`config.mk`:
```
export PLATFORM = sky130hd
export DESIGN_NAME = desc_ring_tracker
export DESIGN_NICKNAME = d
export VERILOG_FILES = /design/src/rtl/desc_ring_pkg.sv /design/src/rtl/drt_regs.sv /design/src/rtl/drt_fetch.sv /design/src/rtl/drt_wb.sv /design/src/rtl/desc_ring_tracker.sv
export SDC_FILE = /design/constraint.sdc
export NUM_CORES = 1
export LEC_CHECK = 0
export BUFFER_PORTS_ARGS = -buffer_cell sky130_fd_sc_hd__buf_2
export CAP_MARGIN = 10
export CORE_MARGIN = 4
export CORE_UTILIZATION = 35
export CTS_CLUSTER_SIZE = 24
export DETAILED_ROUTE_END_ITERATION = 16
export GPL_TIMING_DRIVEN = 0
export PLACE_DENSITY = 0.62
export SLEW_MARGIN = 20
export SYNTH_ARGS = -nofsm -noshare
export SYNTH_HDL_FRONTEND = slang
export SYNTH_SLANG_ARGS = --single-unit
```
`constraint.sdc`:
```
create_clock -name clk_i -period 8.7 [get_ports clk_i]
set_input_delay 0.87 -clock clk_i [delete_from_list [all_inputs] [get_ports clk_i]]
set_output_delay 0.87 -clock clk_i [all_outputs]
set_load 0.03 [all_outputs]
```
`src/rtl/desc_ring_pkg.sv`:
```
package desc_ring_pkg;
  typedef enum logic {
    ALN_ZERO = 1'b0,
    ALN_LINE = 1'b1
  } wb_aln_e;
endpackage

```
`src/rtl/drt_regs.sv`:
```
module drt_regs #(
  parameter int ADDR_W = 32,
  parameter int IDX_W  = 16
) (
  input  logic              clk_i,
  input  logic              rst_ni,
  input  logic              base_we_i,
  input  logic              len_we_i,
  input  logic              tail_we_i,
  input  logic [ADDR_W-1:0] wdata_i,
  output logic [ADDR_W-1:0] base_o,
  output logic [IDX_W-1:0]  len_o,
  output logic [IDX_W-1:0]  tail_o
);
  always_ff @(posedge clk_i or negedge rst_ni) begin
    if (!rst_ni) begin
      base_o <= '0;
      len_o  <= '0;
      tail_o <= '0;
    end else begin
      if (base_we_i) base_o <= wdata_i;
      if (len_we_i)  len_o  <= wdata_i[IDX_W+3:4];  // bytes / 16
      if (tail_we_i) tail_o <= wdata_i[IDX_W-1:0];
    end
  end
endmodule

```
`src/rtl/drt_fetch.sv`:
```
module drt_fetch #(
  parameter int ADDR_W      = 32,
  parameter int IDX_W       = 16,
  parameter int CNT_W       = 4,
  parameter int CACHE_DEPTH = 8
) (
  input  logic              clk_i,
  input  logic              rst_ni,
  input  logic              run_i,
  input  logic              idle_i,
  input  logic              tail_wr_i,
  input  logic              wb_done_i,
  input  logic [ADDR_W-1:0] base_i,
  input  logic [IDX_W-1:0]  len_i,
  input  logic [IDX_W-1:0]  tail_i,
  input  logic [CNT_W-1:0]  used_i,
  input  logic [CNT_W-1:0]  unused_i,
  input  logic              ack_i,
  output logic              req_o,
  output logic [ADDR_W-1:0] addr_o,
  output logic [CNT_W-1:0]  cnt_o,
  output logic [IDX_W-1:0]  cptr_o,
  output logic              active_o
);
  localparam int SUM_W = IDX_W + 1;

  logic              busy_q, pend_q, pend_d, start;
  logic [IDX_W-1:0]  cptr_q, avail;
  logic [CNT_W-1:0]  room, cnt_c, cnt_q;
  logic [SUM_W-1:0]  nxt;
  logic [ADDR_W-1:0] addr_q;

  // entries up to the tail, or up to the ring end when the tail has wrapped
  assign avail = (tail_i >= cptr_q) ? tail_i - cptr_q : len_i - cptr_q;
  assign room  = CNT_W'(CACHE_DEPTH) - used_i - unused_i;
  assign cnt_c = (32'(avail) < 32'(room)) ? CNT_W'(avail) : room;
  assign nxt   = SUM_W'(cptr_q) + SUM_W'(cnt_q);
  assign start = (tail_wr_i && run_i) || (wb_done_i && run_i && idle_i);

  always_comb begin
    pend_d = pend_q || start;
    if (!busy_q && pend_q) pend_d = start;
  end

  always_ff @(posedge clk_i or negedge rst_ni) begin
    if (!rst_ni) begin
      busy_q <= 1'b0;
      pend_q <= 1'b0;
      cptr_q <= '0;
      cnt_q  <= '0;
      addr_q <= '0;
    end else begin
      pend_q <= pend_d;
      if (!busy_q && pend_q) begin
        busy_q <= (cnt_c != '0);
        cnt_q  <= cnt_c;
        addr_q <= base_i + (ADDR_W'(cptr_q) << 4);
      end else if (busy_q && ack_i) begin
        busy_q <= 1'b0;
        cptr_q <= (nxt >= SUM_W'(len_i)) ? IDX_W'(nxt - SUM_W'(len_i)) : IDX_W'(nxt);
      end
    end
  end

  assign req_o    = busy_q;
  assign addr_o   = addr_q;
  assign cnt_o    = cnt_q;
  assign cptr_o   = cptr_q;
  assign active_o = busy_q || pend_q;
endmodule

```
`src/rtl/drt_wb.sv`:
```
module drt_wb
  import desc_ring_pkg::*;
#(
  parameter int ADDR_W   = 32,
  parameter int IDX_W    = 16,
  parameter int CNT_W    = 4,
  parameter int ALN_MASK = 3
) (
  input  logic              clk_i,
  input  logic              rst_ni,
  input  logic [ADDR_W-1:0] base_i,
  input  logic [IDX_W-1:0]  len_i,
  input  logic [IDX_W-1:0]  tail_i,
  input  logic [IDX_W-1:0]  cptr_i,
  input  logic              fetch_active_i,
  input  logic [CNT_W-1:0]  used_i,
  input  logic [CNT_W-1:0]  unused_i,
  input  logic              stall_i,
  input  logic              ack_i,
  output logic              req_o,
  output logic [ADDR_W-1:0] addr_o,
  output logic [CNT_W-1:0]  cnt_o,
  output logic [IDX_W-1:0]  head_o,
  output logic              done_o
);
  localparam int SUM_W = IDX_W + 1;

  logic              busy_q, cont_q, stall_q, more_q, done_q, drain, go;
  wb_aln_e           aln_q, cont_aln_q, aln_c;
  logic [IDX_W-1:0]  head_q, space;
  logic [CNT_W-1:0]  raw, cnt_c, cnt_q;
  logic [SUM_W-1:0]  end_all, end_trim, nxt;
  logic [ADDR_W-1:0] addr_q;

  assign drain = (used_i != '0) && (unused_i == '0) && !fetch_active_i && (cptr_i == tail_i);
  assign go    = !busy_q && (cont_q || drain || stall_q);
  // priority: continuation, then drain, then stall
  assign aln_c = cont_q ? cont_aln_q : (drain ? ALN_ZERO : ALN_LINE);

  assign space    = len_i - head_q;
  assign raw      = (32'(used_i) < 32'(space)) ? used_i : CNT_W'(space);
  assign end_all  = SUM_W'(head_q) + SUM_W'(raw);
  assign end_trim = end_all & ~SUM_W'(ALN_MASK);
  assign nxt      = SUM_W'(head_q) + SUM_W'(cnt_q);

  always_comb begin
    if (aln_c == ALN_LINE && end_all != SUM_W'(len_i))
      cnt_c = (end_trim > SUM_W'(head_q)) ? CNT_W'(end_trim - SUM_W'(head_q)) : '0;
    else
      cnt_c = raw;
  end

  always_ff @(posedge clk_i or negedge rst_ni) begin
    if (!rst_ni) begin
      busy_q     <= 1'b0;
      cont_q     <= 1'b0;
      stall_q    <= 1'b0;
      more_q     <= 1'b0;
      done_q     <= 1'b0;
      aln_q      <= ALN_ZERO;
      cont_aln_q <= ALN_ZERO;
      head_q     <= '0;
      cnt_q      <= '0;
      addr_q     <= '0;
    end else begin
      done_q <= busy_q && ack_i;
      if (go) begin
        busy_q  <= (cnt_c != '0);
        cnt_q   <= cnt_c;
        addr_q  <= base_i + (ADDR_W'(head_q) << 4);
        aln_q   <= aln_c;
        more_q  <= (used_i > cnt_c) && (cnt_c != '0);
        cont_q  <= 1'b0;
        stall_q <= stall_i;
      end else begin
        stall_q <= stall_q || stall_i;
        if (busy_q && ack_i) begin
          busy_q     <= 1'b0;
          head_q     <= (nxt >= SUM_W'(len_i)) ? IDX_W'(nxt - SUM_W'(len_i)) : IDX_W'(nxt);
          cont_q     <= more_q;
          cont_aln_q <= aln_q;
        end
      end
    end
  end

  assign req_o  = busy_q;
  assign addr_o = addr_q;
  assign cnt_o  = cnt_q;
  assign head_o = head_q;
  assign done_o = done_q;
endmodule

```
`src/rtl/desc_ring_tracker.sv`:
```
module desc_ring_tracker #(
  parameter int ADDR_W      = 32,
  parameter int IDX_W       = 16,
  parameter int CACHE_DEPTH = 8,
  parameter int LINE_BYTES  = 64,
  localparam int CNT_W      = $clog2(CACHE_DEPTH + 1)
) (
  input  logic              clk_i,
  input  logic              rst_ni,
  input  logic              run_i,
  input  logic              idle_i,
  input  logic              base_we_i,
  input  logic              len_we_i,
  input  logic              tail_we_i,
  input  logic [ADDR_W-1:0] wdata_i,
  output logic              fetch_req_o,
  input  logic              fetch_ack_i,
  output logic [ADDR_W-1:0] fetch_addr_o,
  output logic [CNT_W-1:0]  fetch_cnt_o,
  input  logic              consume_i,
  input  logic              stall_i,
  output logic              wb_req_o,
  input  logic              wb_ack_i,
  output logic [ADDR_W-1:0] wb_addr_o,
  output logic [CNT_W-1:0]  wb_cnt_o,
  output logic [IDX_W-1:0]  head_o,
  output logic              wb_done_o
);
  localparam int ALN_MASK = (LINE_BYTES - 1) >> 4;

  logic [ADDR_W-1:0] base_q;
  logic [IDX_W-1:0]  len_q, tail_q, cptr;
  logic [CNT_W-1:0]  used_q, unused_q;
  logic              fetch_active, cons_ok, fetch_fin, wb_fin;

  drt_regs #(.ADDR_W(ADDR_W), .IDX_W(IDX_W)) u_regs (
    .clk_i, .rst_ni, .base_we_i, .len_we_i, .tail_we_i, .wdata_i,
    .base_o(base_q), .len_o(len_q), .tail_o(tail_q)
  );

  drt_fetch #(.ADDR_W(ADDR_W), .IDX_W(IDX_W), .CNT_W(CNT_W), .CACHE_DEPTH(CACHE_DEPTH)) u_fetch (
    .clk_i, .rst_ni, .run_i, .idle_i,
    .tail_wr_i(tail_we_i), .wb_done_i(wb_done_o),
    .base_i(base_q), .len_i(len_q), .tail_i(tail_q),
    .used_i(used_q), .unused_i(unused_q), .ack_i(fetch_ack_i),
    .req_o(fetch_req_o), .addr_o(fetch_addr_o), .cnt_o(fetch_cnt_o),
    .cptr_o(cptr), .active_o(fetch_active)
  );

  drt_wb #(.ADDR_W(ADDR_W), .IDX_W(IDX_W), .CNT_W(CNT_W), .ALN_MASK(ALN_MASK)) u_wb (
    .clk_i, .rst_ni,
    .base_i(base_q), .len_i(len_q), .tail_i(tail_q), .cptr_i(cptr),
    .fetch_active_i(fetch_active), .used_i(used_q), .unused_i(unused_q),
    .stall_i, .ack_i(wb_ack_i),
    .req_o(wb_req_o), .addr_o(wb_addr_o), .cnt_o(wb_cnt_o),
    .head_o, .done_o(wb_done_o)
  );

  assign cons_ok   = consume_i && (unused_q != '0);
  assign fetch_fin = fetch_req_o && fetch_ack_i;
  assign wb_fin    = wb_req_o && wb_ack_i;

  always_ff @(posedge clk_i or negedge rst_ni) begin
    if (!rst_ni) begin
      used_q   <= '0;
      unused_q <= '0;
    end else begin
      unused_q <= unused_q + (fetch_fin ? fetch_cnt_o : '0) - CNT_W'(cons_ok);
      used_q   <= used_q + CNT_W'(cons_ok) - (wb_fin ? wb_cnt_o : '0);
    end
  end
endmodule

```
==> flow_summary.rst, run 1 <==
.. list-table::
   :header-rows: 1

   * - Metric
     - Value
   * - Leakage
     - 7.85 nW
   * - Layout Skew
     - 0.0122 ns
   * - Share of the synthesized area in the top cell type
     - 30.1%
   * - Count of placed standard cells in the final layout, fillers left out
     - 2525
   * - Type of the worst setup path
     - reg2reg
   * - Number of cell rows
     - 76
   * - Die height
     - 218 um
   * - Global routing usage summed across all routing layers
     - 21.1%
   * - Worst path top cell family by delay
     - simple AND/OR/NAND/NOR gates
   * - Number of violations reported at the end of detailed-routing iteration 0
     - 1243
   * - Flip-flop cell with the highest count after synthesis
     - dfrtp_1
   * - Largest stage delay, worst path
     - 0.46 ns
   * - Hold violation count in the final report
     - 0
   * - Syn-to-layout area delta
     - 13.7%
   * - Leading cell types by count after synthesis
     - nand2_1 (200), dfrtp_1 (185), o21ai_0 (161), ha_1 (157), inv_1 (126)
   * - Deepest level of the CTS H-tree
     - 4
   * - Cell type with the highest aggregate area in the netlist
     - dfrtp_1
   * - Share of synthesized area occupied by flip-flops and latches
     - 30.1%
   * - Vias in the first global route
     - 13500
   * - Yosys cell types
     - 94
   * - Num ports
     - 134
   * - # port buffers
     - 131
   * - Cell Count Post-Placement
     - 2488
   * - Clock Tree Buf Depth
     - 2
   * - Final worst-path cycle share
     - 93.1%
   * - Synth Instances
     - 1771
   * - P per Cell Area
     - 411 nW/um^2
   * - Class of the tightest hold or removal check
     - in2async
   * - Share of async-settable or async-resettable flops after synthesis
     - 100%
   * - Average routed wire per standard cell
     - 20.2 um
   * - Hold WS
     - 0.422 ns
   * - Pin count of the biggest net entering global routing
     - 94
   * - Via total after detailed routing
     - 14000
   * - Number of buffers added by the clock tree synthesis step
     - 17
   * - Core Area
     - 43300 sq um
   * - Worst setup margin
     - 0.596 ns
   * - Nets@finish
     - 2140
   * - Final standard cell utilization of the core
     - 40.5%
   * - Starting density of the core
     - 35.6%
   * - Transition time at the pin with the least slew margin
     - 0.988 ns
   * - Quantity of hold-fixing buffers added after cts
     - 0
   * - Count of clock tree sinks
     - 185
   * - Dpl hpwl
     - 41600 um
   * - Buf+Inv Stages, Crit Path
     - 4
   * - Most frequent cell on the critical path
     - ha_1
   * - Critical Path End Type
     - register
   * - Worst-path cell with the longest stage delay
     - dfrtp_1
   * - Fin. max-slew vios
     - 0
   * - Proportion of layout cells with a drive suffix above 1
     - 14.3%
   * - Clock-pin slew reported for the worst setup and hold paths after clock tree synthesis
     - 0.07 ns
   * - Achievable clock frequency
     - 123 MHz
   * - Count of flip-flops with a built-in enable after synthesis
     - 0
   * - Netlist Area Pre-Place
     - 15400 sq um
   * - Cell with the most instances after synthesis
     - nand2_1
   * - Fill cell total of the finished layout
     - 4292
   * - Post-Synthesis Net Count
     - 1984
   * - Routed Wire Length
     - 50900 um
   * - Antenna fix cells
     - 0
   * - Accumulated negative setup slack
     - 0 ns
   * - Master cell of the clock root buffer
     - clkbuf_16
   * - Number of warnings reported in the yosys synthesis log
     - 0
   * - Worst slew margin
     - 33.6%
   * - Overflow left after global routing
     - 0
   * - Pre-antenna DRT Iters
     - 5
   * - Run status
     - finished clean
   * - Required time of the critical path
     - 9.03 ns
   * - Setup Slack @ Placement
     - -0.450 ns
   * - CP Launch Type
     - register
   * - First-pass GRT wire length
     - 78100 um
   * - Area contributors post-synth
     - dfrtp_1 (30%), ha_1 (13%), xnor2_1 (5.7%)
   * - Max-capacitance violation count
     - 0
   * - Number of storage elements in the synthesis netlist
     - 185
   * - Count of nets left with antenna violations after detail routing
     - 0
   * - Clock tree from TritonCTS
     - built
   * - Final min period
     - 8.10 ns
   * - Horizontal extent of the die
     - 218 um
   * - Die area
     - 47400 sq um
   * - Worst-skew pair later-pin latency
     - 0.45 ns
   * - Final setup violation count
     - 0
   * - Worst path arrival time
     - 8.43 ns
   * - Placer's final routability congestion estimate
     - 0.940
   * - Peak VDD IR
     - 0.177 mV
   * - Synthesized area per cell
     - 8.70 sq um
   * - DR DRC count
     - 0
   * - Via-to-Cell Ratio
     - 5.53
   * - Initial antenna violation count
     - 3
   * - Maximum net fanout on the critical path
     - 6
-- cells in the final DEF (no fill, tap or decap), drive strengths merged, types with 11 or more instances in the layout --
cell type / instances
or3: 20
o31ai: 14
a21o: 35
nand2: 202
dfrtp: 185
o21a: 15
fa: 13
buf: 145
o211ai: 17
and3: 20
o21ai: 171
xnor2: 100
nor3b: 11
mux2: 59
nand3: 35
xor2: 54
nor3: 42
inv: 133
a21oi: 99
nor4: 24
nand2b: 18
nor2: 74
and2: 11
ha: 157
a31oi: 14
mux2i: 20
clkbuf: 63
or2: 12
a211oi: 15
nor2b: 14
nand4: 29
-- through the flow --
stage	power (mW)	instance area, sq um
floorplan	4.96	15400
global placement	6.20	16800
detailed placement	6.30	16800
CTS	7.13	17400
global route	7.79	17500
finish	7.20	17500
-- path summary, 6_finish.rpt --
| check | from | to | slack [ns] | depth (start not counted) |
|---|---|---|---|---|
| max in group asynchronous | rst_ni | u_regs.tail_o[8] | 7.29 | 2 |
| worst max register to register | u_regs.len_o[0] | u_wb.more_q | 0.60 | 41 |
| worst min-delay path | rst_ni | u_wb.cont_q | 0.42 | 1 |
| worst max-delay path | u_regs.len_o[0] | u_wb.more_q | 0.60 | 41 |
| min in group clk_i | u_wb.addr_o[4] | u_wb.addr_o[4] | 0.47 | 2 |
| worst min register to register | u_wb.addr_o[4] | u_wb.addr_o[4] | 0.47 | 2 |
-- metal layers --
| layer | track usage (%) | up-vias | part of all wire (%) |
|---|---|---|---|
| met5 | 0 | - | 0.065 |
| met4 | 8.24 | 6 | 3.9 |
| met3 | 2.83 | 97 | 5.5 |
| met2 | 34.7 | 433 | 46 |
| met1 | 28.3 | 6735 | 45 |
| li1 | - | 6696 | - |
-- logic make-up after synthesis --
logic type | Yosys count | synth area share (%)
buffers and inverters | 183 | 4.53
flip-flops | 185 | 30.1
multiplexers | 79 | 5.61
AO/OA/AOI/OAI | 468 | 19.2
adder cells (fa/ha/maj) | 170 | 14.4
XOR/XNOR | 155 | 8.90
AND/OR/NAND/NOR | 531 | 17.2
-- report_power, final --
group / switching (mW) / internal [mW]
Clock: 0.394 / 0.384
Combinational: 3.01 / 1.91
Sequential: 0.361 / 1.14
-- registers in the layout, summed over array words and instances (netlist names), 16 cells and up --
| signal | flops |
|---|---|
| u_regs.base_o | 32 |
| u_wb.head_o | 16 |
| u_wb.addr_o | 32 |
| u_regs.tail_o | 16 |
| u_fetch.addr_o | 32 |
| u_regs.len_o | 16 |
| u_fetch.cptr_o | 16 |
-- final cells by class --
cell class | instances | area, sq um | area share (%)
Buffer | 54 | 216 | 1.24
Clock buffer | 17 | 425 | 2.43
Clock inverter | 15 | 159 | 0.907
Inverter | 129 | 484 | 2.76
Multi-Input combinational cell | 1403 | 10100 | 57.9
Sequential cell | 185 | 4630 | 26.4
Tap cell | 585 | 732 | 4.18
Timing Repair Buffer | 137 | 731 | 4.17
-- timing repair --
item	CTS	global route
buffers inserted	0	5
setup endpoints to repair	1	2
pin swaps	0	3
resized for setup	4	14
(Power assumes the default switching activity.)
==> run 2: changes to the inputs <==
- CTS_CLUSTER_DIAMETER: not set -> 40
- HOLD_SLACK_MARGIN: not set -> 0.15
- clock period: 8.7 -> 10.1 ns (I/O delays scaled with it)
==> run 2 against run 1 <==
Compared with the run above:
- register-to-register slack better by 0.41 ns
- cell area down 0.60%
- clock power down 14%
- clock skew up 0.0019 ns
- sequential power down 13%
- critical path type unchanged
- critical endpoint unchanged
==> flow_summary.rst, run 2 (same netlist as run 1, synthesis figures left out) <==
.. list-table::
   :header-rows: 1

   * - Metric
     - Value
   * - Maximum net fanout on the critical path
     - 9
   * - Average routed wire per standard cell
     - 20.1 um
   * - Class of the tightest hold or removal check
     - reg2reg
   * - Worst path arrival time
     - 9.42 ns
   * - Clock Tree Buf Depth
     - 2
   * - Combinational group share of total power
     - 68.0%
   * - Nets@finish
     - 2135
   * - CP Launch Type
     - register
   * - Largest stage delay, worst path
     - 0.68 ns
   * - Worst path top cell family by delay
     - simple AND/OR/NAND/NOR gates
   * - Peak VDD IR
     - 0.154 mV
   * - Vias in the first global route
     - 13500
   * - Most used cells in the layout excluding fill and tap cells
     - nand2_1 (200), dfrtp_1 (185), o21ai_0 (161), ha_1 (157), buf_2 (136)
   * - Number of buffers added by the clock tree synthesis step
     - 17
   * - Run status
     - finished clean
   * - Beginning of the worst register-to-register path
     - u_wb.head_o[1]
   * - Sw Ratio
     - 52.4%
   * - Required time of the critical path
     - 10.43 ns
   * - Number of violations reported at the end of detailed-routing iteration 0
     - 1180
   * - Fill cell total of the finished layout
     - 4292
   * - Proportion of layout cells with a drive suffix above 1
     - 13.5%
   * - Accumulated negative setup slack
     - 0 ns
   * - Worst-skew pair later-pin latency
     - 0.46 ns
   * - Dpl hpwl
     - 41600 um
   * - Setup Slack @ Placement
     - 0.950 ns
   * - Hold WS
     - 0.469 ns
   * - Syn-to-layout area delta
     - 13.1%
   * - Final worst-path cycle share
     - 90.0%
   * - Portion of total power attributed to sequential cells
     - 21.1%
   * - Hold violation count in the final report
     - 0
   * - Clock-pin slew reported for the worst setup and hold paths after clock tree synthesis
     - 0.07 ns
   * - First-pass GRT wire length
     - 78100 um
   * - Setup repair after global routing missed its margin
     - false
   * - Leakage
     - 7.80 nW
   * - Overflow left after global routing
     - 0
   * - Worst-path cell with the longest stage delay
     - a2111oi_1
   * - P per Cell Area
     - 354 nW/um^2
   * - Commonest non-fill, non-tap cell in the layout
     - nand2_1
   * - Num ports
     - 134
   * - Die height
     - 218 um
   * - Crit. Startpoint
     - u_wb.head_o[1]
   * - Worst slew margin
     - 32.8%
   * - Starting density of the core
     - 35.6%
   * - Clock tree from TritonCTS
     - built
   * - Most frequent cell on the critical path
     - ha_1
   * - Count of placed standard cells in the final layout, fillers left out
     - 2520
   * - Layout Skew
     - 0.0140 ns
   * - Via total after detailed routing
     - 14000
   * - Master cell of the clock root buffer
     - clkbuf_16
   * - Max-capacitance violation count
     - 0
   * - Via-to-Cell Ratio
     - 5.55
   * - Cell Count Post-Placement
     - 2488
   * - Number of cell rows
     - 76
   * - Worst setup margin
     - 1.01 ns
   * - Global routing usage summed across all routing layers
     - 21.1%
   * - Power share of the clock group
     - 10.9%
   * - Transition time at the pin with the least slew margin
     - 0.999 ns
   * - Buf+Inv Stages, Crit Path
     - 2
   * - Placer's final routability congestion estimate
     - 0.940
   * - Type of the worst setup path
     - reg2reg
   * - Deepest level of the CTS H-tree
     - 4
   * - Pre-antenna DRT Iters
     - 5
   * - Post-CTS repair timing setup buffer count
     - 0
   * - Pin count of the biggest net entering global routing
     - 94
   * - # port buffers
     - 131
   * - Fin. max-slew vios
     - 0
   * - Final setup violation count
     - 0
   * - Count of nets left with antenna violations after detail routing
     - 0
   * - Internal Power
     - 2.93 mW
   * - Horizontal extent of the die
     - 218 um
   * - Final min period
     - 9.09 ns
   * - Achievable clock frequency
     - 110 MHz
   * - DR DRC count
     - 0
   * - Core Area
     - 43300 sq um
   * - Initial antenna violation count
     - 3
   * - Count of clock tree sinks
     - 185
   * - Die area
     - 47400 sq um
   * - Final standard cell utilization of the core
     - 40.2%
   * - Antenna fix cells
     - 0
   * - Switching Power
     - 3.22 mW
   * - Startpoint of the most critical hold path
     - u_wb.addr_o[4]
   * - Critical Path End Type
     - register
   * - Routed Wire Length
     - 50800 um
==> run 2: cell types whose count changed in the layout (fill, tap and decap cells not counted), moves of 2 or more <==
cell | before | now
buf_4 | 6 | 1
a2111oi_4 | 2 | 0
clkbuf_1 | 44 | 46
clkbuf_2 | 2 | 0
dfrtp_1 | 183 | 185
dfrtp_2 | 2 | 0
==> run 2: worst register-to-register path, delay by kind of cell (launching register included) <==
family | cells | cell delay, ns
muxes | 1 | 0.39
xor gates and xnor gates | 2 | 0.36
and+or+nand+nor | 20 | 3.20
AOI/OAI and AO/OA | 12 | 2.50
buffers and inverters | 2 | 0.36
adders and majority gates | 5 | 1.52
DFF | 1 | 0.65
==> run 2: layout make-up <==
type / instances / area [sq um] / share of cell area [%]
inverter: 129 / 484 / 2.78
clock inverter: 15 / 159 / 0.912
clock buffer: 17 / 425 / 2.44
tap: 585 / 732 / 4.20
buffer: 54 / 214 / 1.23
multi-input combinational: 1403 / 10100 / 57.9
sequential: 185 / 4630 / 26.6
timing repair buffer: 132 / 693 / 3.98
==> run 2: power by group through the flow <==
stage / Sequential [mW] / Combinational [mW] / Clock, mW
6_report: 1.30 / 4.19 / 0.672
5_1_grt: 1.32 / 4.64 / 0.711
2_1_floorplan: 1.49 / 2.78 / 0
4_1_cts: 1.29 / 4.15 / 0.682
3_5_place_dp: 1.31 / 4.13 / 0
3_3_place_gp: 1.30 / 4.04 / 0
==> run 2: routing by layer <==
metal / global-route usage, % / vias to the layer above / wire length (um)
met2: 34.6 / 448 / 23200
met3: 2.83 / 99 / 2830
met4: 8.24 / 6 / 1990
li1: - / 6682 / -
met5: 0 / - / 33
met1: 28.3 / 6749 / 22700
==> run 2: what timing repair did <==
item | 4_1_cts | 5_1_grt
hold buffers | 0 | 0
endpoints found under the setup margin | 0 | 1
gates resized for setup | 0 | 1
==> run 2: worst paths after layout <==
kind,end,slack [ns],depth (start not counted)
max,u_wb.more_q,1.01,42
min,u_wb.addr_o[4],0.47,2
max reg2reg,u_wb.more_q,1.01,42
min reg2reg,u_wb.addr_o[4],0.47,2
max in group asynchronous,u_regs.tail_o[8],8.56,2
min in group asynchronous,u_wb.cont_q,0.57,1
==> run 2: per-stage QoR <==
step | total power [mW] | area [sq um]
after floorplan | 4.27 | 15400
after global placement | 5.34 | 16800
after detailed placement | 5.43 | 16800
after CTS | 6.13 | 17400
after global routing | 6.67 | 17400
final | 6.16 | 17400
==> run 3: changes to the inputs <==
- CORE_MARGIN: 4 -> not set
- REMOVE_ABC_BUFFERS: not set -> 1
==> run 3 against run 2 <==
Compared with the run above:
- total power shrank 1.1%
- hold slack lost 0.11 ns
- clock power grew 0.9%
- cell count shrank 1.9%
- setup slack gained 0.11 ns
- combinational power shrank 2%
- largest power group unchanged
- highest routed layer is now met4
==> flow_summary.rst, run 3 (same netlist as run 1, synthesis figures left out) <==
.. list-table::
   :header-rows: 1

   * - Metric
     - Value
   * - Run status
     - finished clean
   * - Starting density of the core
     - 35.6%
   * - Count of clock tree sinks
     - 185
   * - Setup repair after global routing missed its margin
     - false
   * - Number of buffers added by the clock tree synthesis step
     - 17
   * - Horizontal extent of the die
     - 212 um
   * - Transition time at the pin with the least slew margin
     - 1.05 ns
   * - Deepest level of the CTS H-tree
     - 4
   * - # port buffers
     - 133
   * - Max-capacitance violation count
     - 0
   * - Pre-antenna DRT Iters
     - 5
   * - Maximum net fanout on the critical path
     - 9
   * - Master cell of the clock root buffer
     - clkbuf_16
   * - Worst-skew pair later-pin latency
     - 0.46 ns
   * - Critical Path End Type
     - register
   * - Internal Power
     - 2.95 mW
   * - Worst setup margin
     - 1.12 ns
   * - Antenna fix cells
     - 0
   * - Power share of the clock group
     - 11.1%
   * - Layout Skew
     - 0.0124 ns
   * - Combinational group share of total power
     - 67.7%
   * - Required time of the critical path
     - 10.45 ns
   * - Clock tree from TritonCTS
     - built
   * - Average routed wire per standard cell
     - 18.5 um
   * - Nets@finish
     - 2086
   * - Clock-pin slew reported for the worst setup and hold paths after clock tree synthesis
     - 0.08 ns
   * - Via total after detailed routing
     - 13500
   * - Peak VDD IR
     - 0.167 mV
   * - Worst slew margin
     - 28.6%
   * - Routed Wire Length
     - 45700 um
   * - Final min period
     - 8.98 ns
   * - Vias in the first global route
     - 13200
   * - Commonest non-fill, non-tap cell in the layout
     - nand2_1
   * - Number of violations reported at the end of detailed-routing iteration 0
     - 839
   * - Portion of total power attributed to sequential cells
     - 21.2%
   * - Class of the tightest hold or removal check
     - in2async
   * - Initial antenna violation count
     - 0
   * - Fin. max-slew vios
     - 0
   * - Cell Count Post-Placement
     - 2439
   * - Setup Slack @ Placement
     - 1.26 ns
   * - Most frequent cell on the critical path
     - ha_1
   * - Global routing usage summed across all routing layers
     - 20.7%
   * - First-pass GRT wire length
     - 72400 um
   * - Achievable clock frequency
     - 111 MHz
   * - Proportion of layout cells with a drive suffix above 1
     - 13.9%
   * - Largest stage delay, worst path
     - 0.74 ns
   * - Count of nets left with antenna violations after detail routing
     - 0
   * - Accumulated negative setup slack
     - 0 ns
   * - CP Launch Type
     - register
   * - Placer's final routability congestion estimate
     - 0.940
   * - Dpl hpwl
     - 36100 um
   * - Via-to-Cell Ratio
     - 5.47
   * - Pin count of the biggest net entering global routing
     - 88
   * - Leakage
     - 7.77 nW
   * - Count of placed standard cells in the final layout, fillers left out
     - 2471
   * - Die area
     - 44900 sq um
   * - Quantity of hold-fixing buffers added after cts
     - 0
   * - Sw Ratio
     - 51.5%
   * - Clock Tree Buf Depth
     - 2
   * - Most used cells in the layout excluding fill and tap cells
     - nand2_1 (198), dfrtp_1 (185), o21ai_0 (161), ha_1 (157), buf_2 (132)
   * - Syn-to-layout area delta
     - 12.4%
   * - P per Cell Area
     - 352 nW/um^2
   * - Type of the worst setup path
     - reg2reg
   * - Post-cts gate resize count
     - 0
   * - Overflow left after global routing
     - 0
   * - Worst-path cell with the longest stage delay
     - a2111oi_0
   * - Worst path arrival time
     - 9.33 ns
   * - Number of cell rows
     - 76
   * - Num ports
     - 134
   * - Switching Power
     - 3.13 mW
   * - R2R depth
     - 42
   * - Hold violation count in the final report
     - 0
   * - Post-CTS repair timing setup buffer count
     - 0
   * - DR DRC count
     - 0
   * - Die height
     - 212 um
   * - Final setup violation count
     - 0
   * - Core Area
     - 43300 sq um
   * - Final worst-path cycle share
     - 88.9%
-- run 3: power groups by stage --
stage	registers, mW	clock network (mW)	logic [mW]
after global placement	1.30	0	3.94
after floorplan	1.51	0	2.72
after CTS	1.29	0.691	4.09
final	1.29	0.678	4.12
after detailed placement	1.31	0	4.06
after global routing	1.32	0.719	4.57
-- run 3: worst paths after layout --
kind / from / endpoint / slack (ns)
max in group asynchronous: rst_ni / u_regs.tail_o[8] / 8.67
hold / removal: rst_ni / u_fetch.addr_o[26] / 0.36
min in group clk_i: u_wb.aln_q / u_wb.cont_aln_q / 0.47
setup / recovery: u_wb.head_o[1] / u_wb.more_q / 1.12
hold reg to reg: u_wb.aln_q / u_wb.cont_aln_q / 0.47
setup reg to reg: u_wb.head_o[1] / u_wb.more_q / 1.12
-- run 3: final cells by class --
type,count,area (sq um)
Clock buffer,17,425
Clock inverter,15,141
Fill cell,4403,26000
Inverter,129,484
Multi-Input combinational cell,1403,10100
Sequential cell,185,4630
Tap cell,585,732
Timing Repair Buffer,137,769
-- run 3: critical path, delay by kind of cell, from the launching register on --
kind | cells | cell delay, ns
AO/OA/AOI/OAI | 12 | 2.70
XOR/XNOR | 2 | 0.38
adder cells (fa/ha/maj) | 5 | 1.52
buffers and inverters | 2 | 0.31
flip-flops | 1 | 0.56
multiplexers | 1 | 0.39
AND/OR/NAND/NOR | 20 | 3.00
-- run 3: layer usage --
| layer | vias to the layer above | wire length, um | track usage, % | share of wire [%] |
|---|---|---|---|---|
| li1 | 6577 | - | - | - |
| met1 | 6498 | 22000 | 28.3 | 48 |
| met2 | 365 | 20200 | 32.6 | 44 |
| met3 | 65 | 2070 | 3.60 | 4.5 |
| met4 | 0 | 1370 | 7.32 | 3.0 |
| met5 | - | 0 | 0 | 0 |
-- run 3: stage by stage --
step	utilization (%)	cell area, sq um	hold WS, ns	power, mW
after floorplan	-	15200	0.432	4.24
after global placement	38.3	16600	0.449	5.24
after detailed placement	38.7	16700	0.457	5.37
after CTS	40.0	17300	0.348	6.07
after global routing	40.0	17300	0.348	6.61
final	40.0	17300	0.363	6.09
